**src/rtl/glitch_pkg.sv**
```systemverilog
package glitch_pkg;
    typedef enum logic [2:0] {
        ST_IDLE   = 3'd0,
        ST_ARMED  = 3'd1,
        ST_DELAY  = 3'd2,
        ST_GLITCH = 3'd3,
        ST_DONE   = 3'd4
    } gl_state_e;
endpackage

```
**src/rtl/glitch_ctrl.sv**
```systemverilog
module glitch_ctrl
    import glitch_pkg::*;
#(
    parameter int DLY_W = 8
) (
    input  logic             clk,
    input  logic             rst_n,
    input  logic             arm_i,
    input  logic [DLY_W-1:0] delay_i,
    input  logic             trig_i,
    output logic             glitch_en_o,
    output logic             done_o
);
    localparam logic [DLY_W-1:0] ZERO = '0;

    typedef struct packed {
        gl_state_e        st;
        logic [DLY_W-1:0] cnt;
        logic [DLY_W-1:0] dly;
    } ctrl_t;

    ctrl_t r_q, r_d;

    always_comb begin
        r_d = r_q;
        unique case (r_q.st)
            ST_IDLE, ST_DONE: begin
                if (arm_i) begin
                    r_d.st  = ST_ARMED;
                    r_d.dly = delay_i;
                end
            end
            ST_ARMED: begin
                if (trig_i) begin
                    if (r_q.dly == ZERO) begin
                        r_d.st = ST_GLITCH;
                    end else begin
                        r_d.st  = ST_DELAY;
                        r_d.cnt = r_q.dly - 1'b1;
                    end
                end
            end
            ST_DELAY: begin
                if (r_q.cnt == ZERO) r_d.st = ST_GLITCH;
                else                 r_d.cnt = r_q.cnt - 1'b1;
            end
            ST_GLITCH: r_d.st = ST_DONE;
            default:   r_d.st = ST_IDLE;
        endcase
    end

    always_ff @(posedge clk or negedge rst_n) begin
        if (!rst_n) begin
            r_q <= '{st: ST_IDLE, cnt: ZERO, dly: ZERO};
        end else begin
            r_q <= r_d;
        end
    end

    assign glitch_en_o = (r_q.st == ST_GLITCH);
    assign done_o      = (r_q.st == ST_DONE);

    // the single glitch cycle is always followed by the done state
    assert_single_glitch_R6: assert property (@(posedge clk) disable iff (!rst_n)
        glitch_en_o |=> (done_o && !glitch_en_o));

    // a trigger while done, without a new arm, never yields a glitch
    assert_trig_ignored_R7: assert property (@(posedge clk) disable iff (!rst_n)
        (done_o && !arm_i) |=> (done_o && !glitch_en_o));

    // an accepted arm drops the done flag
    assert_arm_clears_done_R2: assert property (@(posedge clk) disable iff (!rst_n)
        (done_o && arm_i) |=> (!done_o && r_q.st == ST_ARMED));

    // while the delay counter is nonzero, the glitch cannot begin
    assert_delay_holds_R3: assert property (@(posedge clk) disable iff (!rst_n)
        (r_q.st == ST_DELAY && r_q.cnt != ZERO) |=> (r_q.st == ST_DELAY));

    // the captured delay is stable while armed or counting
    assert_rearm_ignored_R8: assert property (@(posedge clk) disable iff (!rst_n)
        (r_q.st == ST_ARMED || r_q.st == ST_DELAY) |=> $stable(r_q.dly));
endmodule

```
**src/rtl/glitch_clk_mux.sv**
```systemverilog
module glitch_clk_mux (
    input  logic clk_base,
    input  logic clk_ofs,
    input  logic clk_wid,
    input  logic glitch_en,
    output logic clk_out
);
    logic pulse;

    // pulse is high from the rising edge of clk_ofs to the rising edge of clk_wid
    assign pulse   = clk_ofs & ~clk_wid;
    // glitch_en changes just after a base rising edge, while clk_base is high,
    // so the OR leaves the output free of hazards
    assign clk_out = clk_base | (glitch_en & pulse);
endmodule

```
**src/rtl/glitch_inserter.sv**
```systemverilog
module glitch_inserter #(
    parameter int DLY_W = 8
) (
    input  logic             clk_base,
    input  logic             clk_ofs,
    input  logic             clk_wid,
    input  logic             rst_n,
    input  logic             arm_i,
    input  logic [DLY_W-1:0] delay_i,
    input  logic             trig_i,
    output logic             clk_out,
    output logic             done_o
);
    logic glitch_en;

    glitch_ctrl #(.DLY_W(DLY_W)) ctrl_i (
        .clk         (clk_base),
        .rst_n       (rst_n),
        .arm_i       (arm_i),
        .delay_i     (delay_i),
        .trig_i      (trig_i),
        .glitch_en_o (glitch_en),
        .done_o      (done_o)
    );

    glitch_clk_mux mux_i (
        .clk_base  (clk_base),
        .clk_ofs   (clk_ofs),
        .clk_wid   (clk_wid),
        .glitch_en (glitch_en),
        .clk_out   (clk_out)
    );
endmodule

```
**config.mk**
```make
export PLATFORM = sky130hd
export DESIGN_NAME = glitch_inserter
export DESIGN_NICKNAME = d
export VERILOG_FILES = /design/src/rtl/glitch_pkg.sv /design/src/rtl/glitch_ctrl.sv /design/src/rtl/glitch_clk_mux.sv /design/src/rtl/glitch_inserter.sv
export SDC_FILE = /design/constraint.sdc
export NUM_CORES = 1
export LEC_CHECK = 0
export ABC_AREA = 1
export BUFFER_PORTS_ARGS = -buffer_cell sky130_fd_sc_hd__buf_2
export CORE_UTILIZATION = 40
export DETAILED_ROUTE_END_ITERATION = 7
export GPL_TIMING_DRIVEN = 0
export REMOVE_ABC_BUFFERS = 1
export SETUP_SLACK_MARGIN = 0.02
export SLEW_MARGIN = 0
export SYNTH_ARGS = -nofsm -noshare
export SYNTH_HDL_FRONTEND = slang
export SYNTH_HIERARCHICAL = 1
export SYNTH_SLANG_ARGS = --single-unit
```
**constraint.sdc**
```tcl
create_clock -name clk_base -period 2 [get_ports clk_base]
set_clock_uncertainty 0.05 [all_clocks]
set_input_delay 0.1 -clock clk_base [delete_from_list [all_inputs] [get_ports clk_base]]
set_output_delay 0.1 -clock clk_base [all_outputs]
set_load 0.03 [all_outputs]
```
* Word level (Yosys, flattened, before mapping)
Cells that the tools add are included.
** Cells by class
- Equality and inequality tests :: 9
- Multiplexer cells :: 8
- Divide/modulo/power cells :: 0
- Shifts and indexed selects :: 0
- $add $sub $neg :: 2
- Multiply operators :: 0
- Bitwise logic cells :: 4
- Reduce and logical (&&, ||, !) cells :: 8
- Magnitude comparators :: 0
** Operator list (number)
- $logic_not A8 Y1 :: 2
- $mux W8 :: 2
- $pmux W8 S2 :: 1
- $sub A8 B1 Y8 const B :: 2
- $pmux W3 S4 :: 1
- $mux W11 :: 1
- $ne A2 B2 Y1 const B :: 4
- $eq A3 B2 Y1 const B :: 2
- $mux W3 :: 2
- $reduce_and A4 Y1 :: 1
- $eq A3 B1 Y1 const B :: 1
- $eq A3 B3 Y1 const B :: 1
- $logic_not A3 Y1 :: 1
- $reduce_and A3 Y1 :: 1
- $and A1 B1 Y1 :: 2
- $ne A2 B1 Y1 const B :: 1
- $reduce_and A2 Y1 :: 1
- $reduce_bool A2 Y1 :: 1
- $reduce_or A2 Y1 :: 1
- $mux W1 :: 1
- $not A1 Y1 :: 1
- $or A1 B1 Y1 :: 1
** Storage, ports and cells
- Bits in latches :: 0
- Register bits :: 19
- Word-level logic and storage cells :: 34
- Memories :: 0
- Memory bits (writable) :: 0
- Input bits :: 14
- Bits in read-only memories :: 0

* Logic depth before layout (Yosys ltp)
Gate-level depths: netlist of the first run.
- Depth after elaboration :: 4
- Gate-level depth with buffers :: 12
- Gate-level depth less buffers :: 11

* Modules after synthesis
The synthesis of the first run kept the hierarchy.
** By module, submodules not included
- glitch_ctrl :: times used 1, sequential area each 475.5 um2, area each 1184.9 um2, cells each 162
- glitch_clk_mux :: times used 1, sequential area each 0.0 um2, area each 16.3 um2, cells each 4

==> results of run 1 <==
-- placed cells by master (no fill, tap or decap), types with 3 or more instances in the layout --
master,count
sky130_fd_sc_hd__inv_1,30
sky130_fd_sc_hd__nand2_2,5
sky130_fd_sc_hd__nand2_1,42
sky130_fd_sc_hd__o21ai_0,8
sky130_fd_sc_hd__clkbuf_4,3
sky130_fd_sc_hd__nor2_4,4
sky130_fd_sc_hd__dlygate4sd3_1,9
sky130_fd_sc_hd__a21oi_1,8
sky130_fd_sc_hd__nor2_1,16
sky130_fd_sc_hd__nand3_1,15
sky130_fd_sc_hd__dfrtp_1,19
sky130_fd_sc_hd__buf_2,15
-- worst register-to-register path: stages, from the launching register on --
cell                      delay (ns)
sky130_fd_sc_hd__dfrtp_1        0.45
sky130_fd_sc_hd__nor2_4         0.26
sky130_fd_sc_hd__nand2_4        0.15
sky130_fd_sc_hd__nand2_1        0.09
sky130_fd_sc_hd__nand2_1        0.10
sky130_fd_sc_hd__ha_1           0.22
sky130_fd_sc_hd__nand2_1        0.13
sky130_fd_sc_hd__nor2_2         0.06
sky130_fd_sc_hd__nand2_1        0.06
sky130_fd_sc_hd__nand2_1        0.05
sky130_fd_sc_hd__nand3_1        0.06
sky130_fd_sc_hd__nand2_1        0.05
-- cells in the mapped netlist (all sizes together) --
cell and count:
nand2 48, inv 30, nor2 23, dfrtp 19, nand3 15, o21ai 9, a21oi 8, buf 2
nand3b 2, nand4 2, o21bai 2, a21o 1, and3 1, clkbuf 1, ha 1, nor3 1
xnor2 1
-- report_power, final --
group          switching (mW)  total (mW)  internal [mW]  leakage, nW
Combinational           0.855        1.33          0.475        0.493
Clock                   0.187       0.282         0.0944       0.0286
Sequential              0.125       0.706          0.581        0.221
-- cells by family (layout without fill, tap and decap cells) --
| kind of cell | count (synthesis) | in the layout | synth area share, % |
|---|---|---|---|
| AOI/OAI and AO/OA | 20 | 20 | 9.062 |
| and+or+nand+nor | 92 | 92 | 37.71 |
| adders and majority gates | 1 | 1 | 1.042 |
| xor gates and xnor gates | 1 | 1 | 0.7293 |
| DFF | 19 | 19 | 39.58 |
| buffers and inverters | 33 | 58 | 11.87 |
-- final cells by class --
type                       count  area (um2)  share of cell area [%]
clock buffer                   4       27.53                   1.964
clock inverter                 2       7.507                  0.5357
inverter                      29       108.9                   7.768
multi-input combinational    114       583.1                   41.61
sequential                    19       475.5                   33.93
tap                           31       38.79                   2.768
timing repair buffer          23       160.2                   11.43
-- metrics by stage --
step	std cells	setup WS (ns)	power [mW]	utilization [%]
6_report	222	0.1944	2.317	49.96
5_1_grt	222	0.02805	2.572	49.96
4_1_cts	222	0.1995	2.344	49.96
3_5_place_dp	209	0.2054	2.118	45.81
3_3_place_gp	209	0.2236	2.083	45.81
2_1_floorplan	163	0.4181	1.826	-
-- per-layer routing --
layer	wire (um)	GRT usage, %	vias up
li1	-	-	562
met1	1163	21.76	473
met2	1206	30.61	17
met3	54	2.765	4
met4	41	8.014	0
met5	0	0	-
-- repair_timing --
action / 4_1_cts / 5_1_grt
buffers inserted: 0 / 0
hold buffers: 9 / 0
hold endpoints to repair: 27 / 0
-- path summary, 6_finish.rpt --
| check | from | to | slack (ns) | cells after the start |
|---|---|---|---|---|
| hold / removal | trig_i | ctrl_i/r_q[16] | 0.07 | 4 |
| setup / recovery | ctrl_i/r_q[18] | ctrl_i/r_q[14] | 0.19 | 11 |
| setup reg to reg | ctrl_i/r_q[18] | ctrl_i/r_q[14] | 0.19 | 11 |
| hold reg to reg | ctrl_i/r_q[12] | ctrl_i/r_q[12] | 0.46 | 2 |
| max in group asynchronous | rst_n | ctrl_i/r_q[18] | 1.37 | 2 |
| min in group asynchronous | rst_n | ctrl_i/r_q[13] | 0.21 | 2 |
==> reports/metrics.csv, run 1 <==
stage;metric;value;unit
worst_setup_path;worst_endpoint_required_time;2.16;ns
floorplan;io-pin-count;16;
cells_and_area;post-route-cell-area;1401;um2
floorplan;initial_core_util;42.82;%
drt;post_drt_wl_per_cell;11.10;um
worst_setup_path;timing.critical_path.fanout_max;12;
floorplan;die_h;56.80;um
grt;overall_routing_resource_usage;17.78;%
synth;post_synth_instance_area;1201;um2
floorplan;die_footprint;3226;um2
drt;antenna_nets_post_route;0;
worst_setup_path;crit_top_cell;sky130_fd_sc_hd__nand2_1;
cells_and_area;registers.top_by_ff_count;ctrl_i/r_q;
cts;h-tree-depth;1;
timing;fin_hold_ws;0.07244;ns
cells_and_area;largest_register_ffs;19;
placement;gp_congestion;0.7839;
drt;detailedRoute.firstIterationViolations;36;
timing;fin_tns_setup;0;ns
hold_path;holdCritPathClass;input port to register;
cts;tritoncts;built;
timing;timing.max_slew.rel_slack;68.92;%
drt;drt_wl_total;2.465;mm
grt;grt_max_degree;20;
cts;clock_transition_time_at_the_flip_flop_clock_pins_of_the_worst_setup_and_hold_paths;0.12;ns
cts;cts.repair.resized;0;
cts;clk_latency;0.30;ns
cells_and_area;antenna_cells_inserted;0;
cts;cts_root_buf;sky130_fd_sc_hd__clkbuf_4;
placement;hpwlAfterDp;1.769;mm
drt;remaining_drc_errors;0;
power;power_density_relative_to_cell_area;1653;nW/um2
worst_setup_path;criticalPathCategory;register to register;
drt;vias_per_cell;4.757;
power;irDropWorstVdd;0.8867;mV
floorplan;placementRows;19;
grt;grt_antenna_before_repair;0;
placement;port-buffer-count;15;
worst_setup_path;timing.critical_path.to_type;register;
drt;vias;1056;
worst_setup_path;timing.critical_path.arrival;1.97;ns
timing;finalSetupViolCount;0;
timing;worst_slew_pin_tran;0.4650;ns
worst_setup_path;largest_delay_contributor_family_on_the_critical_path;simple AND/OR/NAND/NOR gates;
timing;rsz0062_at_grt;false;
cells_and_area;final.fill_count;289;
timing;post-route-period-util;90.28;%
synth;synthesis.instances;166;
synth;yosys_warnings;6;
job;max_cap_viol_count;0;
timing;maxSlewViolCount;0;
timing;clock.fmax;553.8;MHz
synth;synth_largest_type_area_fraction;39.58;%
synth;postSynthAreaPerCell;7.236;um2
outcome;run_status;finished, final reports clean;
grt;grt_pass1_wl;4.360;mm
synth;ys_top_cells_by_area;sky130_fd_sc_hd__dfrtp_1 40%, sky130_fd_sc_hd__nand2_1 13%, sky130_fd_sc_hd__inv_1 9.4%, sky130_fd_sc_hd__nand3_1 6.3%, sky130_fd_sc_hd__nor2_1 5.0%;
synth;synth.distinct_cells;24;
cells_and_area;biggestRegsByFlops;ctrl_i/r_q (19);
floorplan;core_area;2805;um2
cells_and_area;fin_nets;207;
synth;synth_seq_cells;19;
power;power.leakage;0.7422;nW
placement;cell_area_reported_after_detailed_placement;1285;um2
cells_and_area;final_layout_size_suffix_gt1_share;17.28;%
worst_setup_path;critical_path.startpoint_type;register;
cts;cts_inserted_buffers;3;
worst_setup_path;critical_path.cell_chain;nor2_4, nand2_4, nand2_1, nand2_1, ha_1, nand2_1, nor2_2, nand2_1, nand2_1, nand3_1, nand2_1;
worst_setup_path;crit_path_top_delay_cell;sky130_fd_sc_hd__dfrtp_1;
grt;number_of_global_route_vias_before_repair;1052;
synth;synth_seq_area_share;39.58;%
cells_and_area;areaGrowthSynthToFinish;16.67;%
drt;drt_first_pass_iters;4;
cts;clock_tree.buffer_depth;2;
worst_setup_path;timing.critical_path.buf_inv;0;
worst_setup_path;critPathMaxStageDelay;0.45;ns
timing;post-route-min-period;1.806;ns
floorplan;chipWidth;56.80;um
timing;timing_hold_violations_final;0;
grt;globalRoute.totalOverflow;0;
synth;synth_area_leader_cell;sky130_fd_sc_hd__dfrtp_1;
(Power assumes the default switching activity.)
==> run 2, diff against run 1 <==
CAP_MARGIN = 20   (was not set)
CORE_UTILIZATION = 45   (was 40)
PLACE_DENSITY = 0.67   (was not set)
clock period = 1.5 ns   (was 2 ns; I/O delays follow)
==> run 2 against run 1 <==
The run now ends with negative setup slack left. Sequential share of layout area down 6.6 points. Clock power up 68%. Die area down 11%. Utilization up 20 points. Global-route usage up 7.4 points. Largest cell class unchanged. Critical endpoint is now ctrl_i/r_q[9]. Final cell count up 6.3%. Count of clock-buffer cells in the layout up 1. First-iteration DRC count down 42%. Worst setup slack worse by 0.29 ns. Largest power group unchanged. Critical path depth down 2. Final area up 25%. Flip-flop and latch count unchanged.
==> reports/metrics.csv, run 2 (synthesis gave the netlist of run 1 again) <==
stage;metric;value;unit;change
timing;finalSetupViolCount;10;;+10
timing;worst_slew_pin_tran;0.4448;ns;-0.02021 ns
grt;grt_antenna_before_repair;0;;unchanged
cts;cts_inserted_buffers;3;;unchanged
placement;hpwlAfterDp;1.814;mm;+2.5%
floorplan;die_h;53.67;um;-5.5%
timing;timing_hold_violations_final;0;;unchanged
placement;place_worst_setup_slack;-0.2786;ns;-0.4841 ns
cells_and_area;mostFrequentLayoutCell;sky130_fd_sc_hd__nand2_1;;
floorplan;core_area;2500;um2;-11%
drt;drt_first_pass_iters;4;;unchanged
timing;timing.max_slew.rel_slack;70.35;%;+1.4 points
job;max_cap_viol_count;0;;unchanged
cells_and_area;largest_register_ffs;19;;unchanged
drt;vias_per_cell;5.153;;+8.3%
worst_setup_path;timing.critical_path.arrival;1.79;ns;-0.18 ns
floorplan;initial_core_util;48.05;%;+5.2 points
cts;h-tree-depth;1;;unchanged
floorplan;placementRows;18;;-1
power;power_density_relative_to_cell_area;2480;nW/um2;+50%
cells_and_area;registers.top_by_ff_count;ctrl_i/r_q;;
hold_path;timing.hold.worst_endpoint;ctrl_i/r_q[16];;
placement;dp_cells;208;;-0.48%
drt;remaining_drc_errors;0;;unchanged
timing;post-route-min-period;1.601;ns;-0.2050 ns
cells_and_area;final_layout_size_suffix_gt1_share;43.20;%;+26 points
grt;grt_pass1_wl;5.023;mm;+15%
timing;post-route-period-util;106.7;%;+16 points
floorplan;die_footprint;2880;um2;-11%
outcome;run_status;finished with violations;;
worst_setup_path;criticalPathCategory;register to register;;
worst_setup_path;timing.critical_path.to_type;register;;
worst_setup_path;r2r_end;ctrl_i/r_q[9];;
worst_setup_path;reg2reg_from;ctrl_i/r_q[15];;
timing;fin_hold_ws;0.009492;ns;-0.06295 ns
power;power;4.331;mW;+87%
floorplan;io-pin-count;16;;unchanged
drt;drt_wl_total;3.168;mm;+29%
drt;post_drt_wl_per_cell;13.42;um;+21%
cells_and_area;areaGrowthSynthToFinish;45.42;%;
cells_and_area;biggestRegsByFlops;ctrl_i/r_q (19);;
hold_path;holdCritPathClass;input port to register;;
hold_path;worst_hold_startpoint;trig_i;;
cts;clk_latency;0.31;ns;about the same
cells_and_area;fin_nets;222;;+7.2%
grt;overall_routing_resource_usage;25.22;%;+7.4 points
drt;antenna_nets_post_route;0;;unchanged
hold_path;number_of_instances_on_the_worst_hold_path;4;;unchanged
cts;tritoncts;built;;
timing;maxSlewViolCount;0;;unchanged
timing;setup_ws;-0.1005;ns;-0.2950 ns
cts;cts_root_buf;sky130_fd_sc_hd__clkbuf_4;;
grt;number_of_global_route_vias_before_repair;1166;;+11%
cts;clock_tree.buffer_depth;2;;unchanged
worst_setup_path;regToRegSetupSlack;-0.10;ns;-0.29 ns
cts;clock_transition_time_at_the_flip_flop_clock_pins_of_the_worst_setup_and_hold_paths;0.12;ns;about the same
cells_and_area;instances_no_fill;236;;+6.3%
worst_setup_path;ff2ff_path_depth;9;;-2
power;power.leakage;0.8770;nW;+18%
worst_setup_path;timing.critical_path.fanout_max;6;;-6
placement;gp_congestion;0.8141;;+3.9%
outcome;violated_checks;negative setup slack;;
worst_setup_path;critical_path.startpoint_type;register;;
cells_and_area;commonest_cells_after_routing_fill_and_taps_aside;25 x sky130_fd_sc_hd__nand2_1, 23 x sky130_fd_sc_hd__inv_1, 18 x sky130_fd_sc_hd__dfrtp_1;;
timing;rsz0062_at_grt;true;;
floorplan;chipWidth;53.67;um;-5.5%
worst_setup_path;worst_endpoint_required_time;1.69;ns;-0.47 ns
power;irDropWorstVdd;1.751;mV;+97%
timing;clock.fmax;624.8;MHz;+13%
grt;globalRoute.totalOverflow;0;;unchanged
drt;vias;1216;;+15%
cells_and_area;antenna_cells_inserted;0;;unchanged
drt;detailedRoute.firstIterationViolations;21;;-42%
grt;grt_max_degree;20;;unchanged
placement;port-buffer-count;15;;unchanged
==> run 2: layer usage <==
layer	up-vias	wire length (um)	global-route usage, %
li1	597	-	-
met1	574	1262	29.17
met2	34	1724	43.83
met3	11	102	3.955
met4	0	79	14.04
met5	-	0	0
==> run 2: worst max-delay path by stage <==
| stage | start | endpoint | slack, ns | depth (start not counted) |
|---|---|---|---|---|
| floorplan | ctrl_i/r_q[18] | ctrl_i/r_q[14] | -0.08 | 11 |
| CTS | ctrl_i/r_q[16] | ctrl_i/r_q[15] | -0.03 | 11 |
| finish | ctrl_i/r_q[15] | ctrl_i/r_q[9] | -0.10 | 9 |
| global route | ctrl_i/r_q[18] | ctrl_i/r_q[13] | -0.21 | 9 |
| global placement | ctrl_i/r_q[18] | ctrl_i/r_q[14] | -0.25 | 11 |
| detailed placement | ctrl_i/r_q[18] | ctrl_i/r_q[14] | -0.28 | 11 |
==> run 2: timing repair <==
item                       in CTS  in global routing
gates cloned                    1                  0
buffers inserted               10                  4
hold endpoints to repair       27                  0
hold buffers                    9                  0
setup endpoints to repair      14                 22
pin swaps                      19                 15
resized for setup              47                 24
==> run 2: layout make-up <==
type,count,area [um2]
multi-input cells,115,787.0
inverters,29,111.4
clock buffers,5,47.55
fillers,168,753.2
repair buffers,37,282.8
well taps,30,37.54
clock inverters,1,3.754
flip-flops and latches,19,476.7
==> run 2: worst max-delay path, stage by stage, from the launching register on <==
cell and delay, ns:
sky130_fd_sc_hd__dfrtp_1 0.43, sky130_fd_sc_hd__nor2_2 0.13, sky130_fd_sc_hd__nand3_1 0.10, sky130_fd_sc_hd__nor2_2 0.18, sky130_fd_sc_hd__nor2_4 0.07, sky130_fd_sc_hd__nor2_4 0.24, sky130_fd_sc_hd__inv_2 0.09, sky130_fd_sc_hd__nand2_4 0.11
sky130_fd_sc_hd__nand2_1 0.05, sky130_fd_sc_hd__o21ai_1 0.07
==> run 2: per-stage QoR <==
| step | cell area [um2] | setup TNS, ns | utilization [%] |
|---|---|---|---|
| 6_report | 1747 | -0.6405 | 69.87 |
| 4_1_cts | 1645 | -0.1404 | 65.82 |
| 3_3_place_gp | 1284 | -0.9397 | 51.35 |
| 5_1_grt | 1747 | -1.738 | 69.87 |
| 2_1_floorplan | 1171 | -0.1105 | - |
| 3_5_place_dp | 1284 | -1.173 | 51.35 |
==> run 2: where the power goes <==
group          leakage (nW)  total, mW  switching, mW  internal [mW]
clock                0.0363      0.475          0.265          0.211
sequential            0.219      0.940          0.162          0.778
combinational         0.621       2.92           1.75           1.17
